$ cat config.mk
export PLATFORM = sky130hd
export DESIGN_NAME = fault_alert_ctrl
export DESIGN_NICKNAME = d
export VERILOG_FILES = /design/src/rtl/fault_alert_pkg.sv /design/src/rtl/fa_pbad_filter.sv /design/src/rtl/fa_insert_timer.sv /design/src/rtl/fa_alert_track.sv /design/src/rtl/fault_alert_ctrl.sv
export SDC_FILE = /design/constraint.sdc
export NUM_CORES = 1
export LEC_CHECK = 0
export ABC_AREA = 0
export BUFFER_PORTS_ARGS = -buffer_cell sky130_fd_sc_hd__buf_2
export CELL_PAD_IN_SITES_DETAIL_PLACEMENT = 1
export CELL_PAD_IN_SITES_GLOBAL_PLACEMENT = 2
export CORE_MARGIN = 4
export CORE_UTILIZATION = 39
export DETAILED_ROUTE_END_ITERATION = 10
export MAX_ROUTING_LAYER = met4
export PLACE_DENSITY_LB_ADDON = 0.1
export RECOVER_POWER = 25
export REMOVE_ABC_BUFFERS = 1
export SYNTH_ARGS = -nofsm -noshare
export SYNTH_HDL_FRONTEND = slang
export SYNTH_HIERARCHICAL = 1
export SYNTH_SLANG_ARGS = --single-unit
export TNS_END_PERCENT = 100
$ cat constraint.sdc
create_clock -name clk -period 3.85 [get_ports clk]
set_input_delay 0.5775 -clock clk [delete_from_list [all_inputs] [get_ports clk]]
set_output_delay 0.5775 -clock clk [all_outputs]
set_load 0.01 [all_outputs]
$ cat src/rtl/fault_alert_pkg.sv
package fault_alert_pkg;
  typedef enum logic [1:0] {
    RA_CTRL  = 2'd0,
    RA_MASK  = 2'd1,
    RA_FAULT = 2'd2,
    RA_STAT  = 2'd3
  } reg_addr_e;
endpackage

$ cat src/rtl/fa_pbad_filter.sv
module fa_pbad_filter #(
  parameter int LIM = 4
) (
  input  logic clk,
  input  logic rst,
  input  logic cond,
  output logic bad
);
  localparam int CW = (LIM > 1) ? $clog2(LIM) : 1;

  logic [CW-1:0] cnt;

  // counts consecutive qualified cycles; the flag drops as soon as the condition does
  always_ff @(posedge clk) begin
    if (rst) begin
      cnt <= '0;
      bad <= 1'b0;
    end else if (!cond) begin
      cnt <= '0;
      bad <= 1'b0;
    end else if (!bad) begin
      if (cnt == CW'(LIM - 1)) bad <= 1'b1;
      else                     cnt <= cnt + 1'b1;
    end
  end
endmodule

$ cat src/rtl/fa_insert_timer.sv
module fa_insert_timer #(
  parameter int CYC = 1000
) (
  input  logic clk,
  input  logic rst,
  input  logic en_level,
  input  logic rise,
  output logic load_pulse
);
  localparam int CW = $clog2(CYC + 1);

  logic          run;
  logic [CW-1:0] cnt;

  always_ff @(posedge clk) begin
    if (rst) begin
      run        <= 1'b0;
      cnt        <= '0;
      load_pulse <= 1'b0;
    end else begin
      load_pulse <= 1'b0;
      if (rise) begin
        run <= 1'b1;
        cnt <= '0;
      end else if (run) begin
        if (!en_level) begin
          run <= 1'b0;
        end else if (cnt == CW'(CYC - 1)) begin
          load_pulse <= 1'b1;
          run        <= 1'b0;
        end else begin
          cnt <= cnt + 1'b1;
        end
      end
    end
  end
endmodule

$ cat src/rtl/fa_alert_track.sv
module fa_alert_track #(
  parameter int W = 8
) (
  input  logic         clk,
  input  logic         rst,
  input  logic [W-1:0] armed,
  input  logic         release_i,
  output logic         alert_n
);
  logic [W-1:0] snap;
  logic         raised;

  // snap holds the enabled faults seen at the last release; cleared bits drop out of it
  always_ff @(posedge clk) begin
    if (rst) begin
      snap   <= '0;
      raised <= 1'b0;
    end else if (release_i) begin
      raised <= 1'b0;
      snap   <= armed;
    end else begin
      snap <= snap & armed;
      if (|(armed & ~snap)) raised <= 1'b1;
    end
  end

  assign alert_n = ~raised;
endmodule

$ cat src/rtl/fault_alert_ctrl.sv
module fault_alert_ctrl
  import fault_alert_pkg::*;
#(
  parameter int REG_W     = 8,
  parameter int SHORT_BIT = 5,
  parameter int PBAD_BIT  = 3,
  parameter int KEEP_BIT  = 4,
  parameter int RUN_BIT   = 3,
  parameter int CLK_KHZ   = 100000,
  parameter int PBAD_US   = 2,
  parameter int INS_MS    = 100
) (
  input  logic             clk,
  input  logic             rst,
  input  logic             isense_hi,
  input  logic             fb_low,
  input  logic             gate_on,
  input  logic             gs_ok,
  input  logic             en_in,
  input  logic             on_in,
  input  logic             wr_en,
  input  logic [1:0]       wr_addr,
  input  logic [REG_W-1:0] wr_data,
  input  logic [1:0]       rd_addr,
  output logic [REG_W-1:0] rd_data,
  input  logic             ara_ack,
  input  logic             addr_hit,
  output logic             alert_n,
  output logic             pgood,
  output logic             restart_req
);
  localparam int PBAD_RAW = (CLK_KHZ * PBAD_US + 999) / 1000;
  localparam int PBAD_CYC = (PBAD_RAW < 1) ? 1 : PBAD_RAW;
  localparam int INS_CYC  = CLK_KHZ * INS_MS;
  localparam logic [REG_W-1:0] KEEP_MASK = REG_W'(1) << KEEP_BIT;

  logic [REG_W-1:0] ctrl_q, mask_q, fault_q, fault_nx, hw_set, stat_v;
  logic             on_d, en_d, short_q, pbad_q, load_pulse;
  logic             short_now, on_fall, en_rise, wr_fault, pbad_cond;

  assign short_now = isense_hi & ~gate_on;
  assign pbad_cond = fb_low & gate_on & gs_ok;
  assign on_fall   = on_d & ~on_in;
  assign en_rise   = ~en_d & en_in;
  assign wr_fault  = wr_en && (wr_addr == RA_FAULT);

  always_comb begin
    hw_set            = '0;
    hw_set[SHORT_BIT] = short_now;
    hw_set[PBAD_BIT]  = pbad_q;
    stat_v            = '0;
    stat_v[SHORT_BIT] = short_q;
    stat_v[PBAD_BIT]  = pbad_q;
  end

  // per-bit next state: clears, then software load, then hardware set on top
  for (genvar g = 0; g < REG_W; g++) begin : g_fault
    assign fault_nx[g] = hw_set[g] |
      (wr_fault ? wr_data[g]
                : (fault_q[g] & ~on_fall & ~(en_rise & ~KEEP_MASK[g])));
  end

  fa_pbad_filter #(.LIM(PBAD_CYC)) u_pbad (
    .clk  (clk),
    .rst  (rst),
    .cond (pbad_cond),
    .bad  (pbad_q)
  );

  fa_insert_timer #(.CYC(INS_CYC)) u_ins (
    .clk        (clk),
    .rst        (rst),
    .en_level   (en_in),
    .rise       (en_rise),
    .load_pulse (load_pulse)
  );

  fa_alert_track #(.W(REG_W)) u_alert (
    .clk       (clk),
    .rst       (rst),
    .armed     (fault_q & mask_q),
    .release_i (ara_ack | addr_hit),
    .alert_n   (alert_n)
  );

  always_ff @(posedge clk) begin
    if (rst) begin
      ctrl_q  <= '0;
      mask_q  <= '0;
      fault_q <= '0;
      short_q <= 1'b0;
      on_d    <= 1'b0;
      en_d    <= 1'b0;
    end else begin
      on_d    <= on_in;
      en_d    <= en_in;
      short_q <= short_now;
      fault_q <= fault_nx;
      if (wr_en && wr_addr == RA_MASK) mask_q <= wr_data;
      if (wr_en && wr_addr == RA_CTRL) ctrl_q <= wr_data;
      if (load_pulse) ctrl_q[RUN_BIT] <= on_in;
    end
  end

  always_ff @(posedge clk) begin
    if (rst) begin
      rd_data <= '0;
    end else begin
      unique case (reg_addr_e'(rd_addr))
        RA_CTRL:  rd_data <= ctrl_q;
        RA_MASK:  rd_data <= mask_q;
        RA_FAULT: rd_data <= fault_q;
        RA_STAT:  rd_data <= stat_v;
      endcase
    end
  end

  assign pgood       = ~pbad_q;
  assign restart_req = ctrl_q[RUN_BIT];
endmodule

==> results.sh <==
export IMPL_status="completed"
export IMPL_maxCapViolCount=0
export IMPL_drc_errors=0
export IMPL_hold_depth=2
export IMPL_cp_end_kind="flip-flop"
export IMPL_ys_warnings_count=6
export IMPL_cp_startpoint="rst"
export IMPL_fin_skew_ps=7.94
export IMPL_worst_slack_ps=1320
export IMPL_num_rows=34
export IMPL_peakVddDrop_v=0.000159
export IMPL_r2r_end="u_ins/cnt[4]"
export IMPL_die_y_um=104
export IMPL_layout_commonest_cell="dfxtp_1"
export IMPL_fin_nets=448
export IMPL_cts_tree="built"
export IMPL_synthFlopType="dfxtp_1"
export IMPL_postCtsSetupRepairBufs=0
export IMPL_htreeDepth=3
export IMPL_worst_path_max_delay_cell="clkbuf_1"
export IMPL_syn_to_final_growth_pct=12.0
export IMPL_rrSetupSlack_ps=1820
export IMPL_numPortBuffers=33
export IMPL_dp_hpwl_um=5980
export IMPL_grt_pass1_vias=2903
export IMPL_ys_ff_latch=79
export IMPL_fin_setup_tns_ps=0
export IMPL_ctsResizeCount=0
export IMPL_timing_final_crit_share=0.656
export IMPL_async_reset_ff_frac=0
export IMPL_crit_arrival_ps=2750
export IMPL_layout_common_cells="dfxtp_1 (79), nor2_1 (47), buf_2 (32)"
export IMPL_numCtsBuffers=9
export IMPL_cts_clk_slew_worst_paths_ps=70
export IMPL_initial_utilization=0.406
export IMPL_drive_gt1_frac=0.169
export IMPL_crit_reg2reg_launch="u_ins/cnt[0]"
export IMPL_critPathBufInv=2
export IMPL_post_place_cells=519
export IMPL_syn_instance_count=395
export IMPL_place_gp_congestion=0.765
export IMPL_io_pin_count=34
export IMPL_power_density_nw_per_um2=396
export IMPL_rsz0062_at_grt="false"
export IMPL_hold_worst_slack_ps=477
export IMPL_whs_endpoint="rd_data[0]"
export IMPL_ant_nets=0
export IMPL_required_ps=4080
export IMPL_synth_yosys_seq_area_share=0.443
export IMPL_wl_per_cell_um=15.6
export IMPL_diodes=0
export IMPL_worstPathMaxFanout=27
export IMPL_vias=2839
export IMPL_hp_class="flip-flop to flip-flop"
export IMPL_synth_area_sq_um=3570
export IMPL_synth_cell_types=53
export IMPL_firstDrtPassIters=4
export IMPL_cts_root_buf="clkbuf_8"
export IMPL_dp_slack_ps=1730
export IMPL_fin_crit_ps=2530
export IMPL_track_usage=0.168
export IMPL_viasPerCell=5.31
export IMPL_maxSlewHeadroom=0.186
export IMPL_holdBufCountCts=0
export IMPL_worstPathCellList="clkbuf_1, clkbuf_1, nand2b_1, nor2_1"
export IMPL_maxSlewViolCount=0
export IMPL_leakage_nw=1.44
export IMPL_worstSetupStartpointType="input pin"
export IMPL_finalNonFillerCells=535
export IMPL_drt_iter0_markers=56
export IMPL_synth_area_leaders="dfxtp_1 (44%), mux2i_1 (6.4%), nor2_1 (4.9%)"
export IMPL_clk_latency_ps=350
export IMPL_coreArea_sq_um=8810
export IMPL_grt_max_degree=28
export IMPL_fillers=1030
export IMPL_hold_start="fault_q[0]"
export IMPL_clk_path_buf_depth=2
export IMPL_max_freq_mhz=396
export IMPL_synth_edff_count=0
export IMPL_fp_dieW_um=104
export IMPL_synth_area_per_cell_sq_um=9.05
export IMPL_crit_family="buffers and inverters"
export IMPL_antenna_found_initial=0
export IMPL_finalSetupViolCount=0
export IMPL_critPathKind="input pin to flip-flop"
export IMPL_routed_wirelength_um=8360
export IMPL_reg2reg_depth=6
export IMPL_grt_pass1_wl_um=14400
export IMPL_globalRouteOverflowTotal=0
export IMPL_hold_violations=0
export IMPL_power_mw=1.59
export IMPL_cp_common_cell="clkbuf_1"
export IMPL_cts_sinks=79
export IMPL_fp_dieArea_sq_um=10800
export IMPL_synth_top_cell_by_area="dfxtp_1"
export IMPL_critPathMaxStageDelay_ps=970
export IMPL_tightest_slew_ps=1220
export IMPL_synth_top_cell_area_share=0.443
-- worst max path at each step --
stage,to,slack [ps],cells past startpoint
2_1_floorplan,u_ins/cnt[16],2020,4
3_3_place_gp,u_ins/cnt[16],1760,5
3_5_place_dp,u_ins/cnt[22],1730,6
4_1_cts,u_ins/cnt[4],1780,5
5_1_grt,u_pbad/cnt[2],1080,4
6_report,u_pbad/bad,1320,4
-- layout make-up --
cell class | instances | area [sq um] | share of cell area
Tap cell | 108 | 135 | 0.0338
Inverter | 17 | 63.8 | 0.0159
Clock inverter | 6 | 85.1 | 0.0212
Clock buffer | 10 | 128 | 0.0319
Timing Repair Buffer | 34 | 168 | 0.0419
Multi-Input combinational cell | 281 | 1840 | 0.460
Sequential cell | 79 | 1580 | 0.395
-- routing by layer --
layer | GRT usage | routed length, um | vias to the layer above
li1 | - | - | 1442
met1 | 0.201 | 3900 | 1369
met2 | 0.285 | 4180 | 22
met3 | 0.0386 | 210 | 6
met4 | 0.0456 | 74 | 0
met5 | - | 0 | -
-- cell usage after synthesis, drive strengths merged (10+ instances only) --
cell type   n
nand3      15
or3        10
nor3b      10
o21ai      14
dfxtp      79
inv        17
nor2       47
mux2i      23
clkbuf     11
nand4      12
nand2      24
a21oi      26
-- flip-flops by register name, summed over array words and instances (netlist names) --
| register | count |
|---|---|
| fault_q | 8 |
| u_alert/snap | 8 |
| on_d | 1 |
| u_alert/raised | 1 |
| u_ins/load_pulse | 1 |
| u_pbad/cnt | 8 |
| mask_q | 8 |
| rd_data | 8 |
| u_pbad/bad | 1 |
| en_d | 1 |
| u_ins/cnt | 24 |
| ctrl_q | 8 |
| short_q | 1 |
| u_ins/run | 1 |
-- cells by family after synthesis --
logic type               synth area share
AO/OA/AOI/OAI                       0.105
buffers and inverters              0.0417
flip-flops                          0.443
XOR/XNOR                           0.0368
adder cells (fa/ha/maj)            0.0105
AND/OR/NAND/NOR                     0.286
multiplexers                       0.0770
-- per-stage QoR --
stage                     utilization  area, sq um
after global routing            0.455         4000
after detailed placement        0.431         3800
after global placement          0.431         3800
after CTS                       0.455         4010
after floorplan                     -         3490
final                           0.455         4000
-- worst reg2reg max path, cell delays in order (launching register included) --
cell and delay, ps:
dfxtp_1 400, ha_1 240, and4_1 260, nand3_1 310, o21ai_2 430, nor3_1 90
o21ba_2 200
-- where the power goes --
| part | total (mW) | internal, mW | leakage, nW | switching (mW) |
|---|---|---|---|---|
| clock | 0.661 | 0.363 | 0.102 | 0.298 |
| combinational | 0.0872 | 0.0332 | 0.702 | 0.0540 |
| sequential | 0.838 | 0.830 | 0.639 | 0.00835 |
| total | 1.59 | 1.23 | 1.44 | 0.361 |
Note: power is estimated with default switching activity, not from simulation.
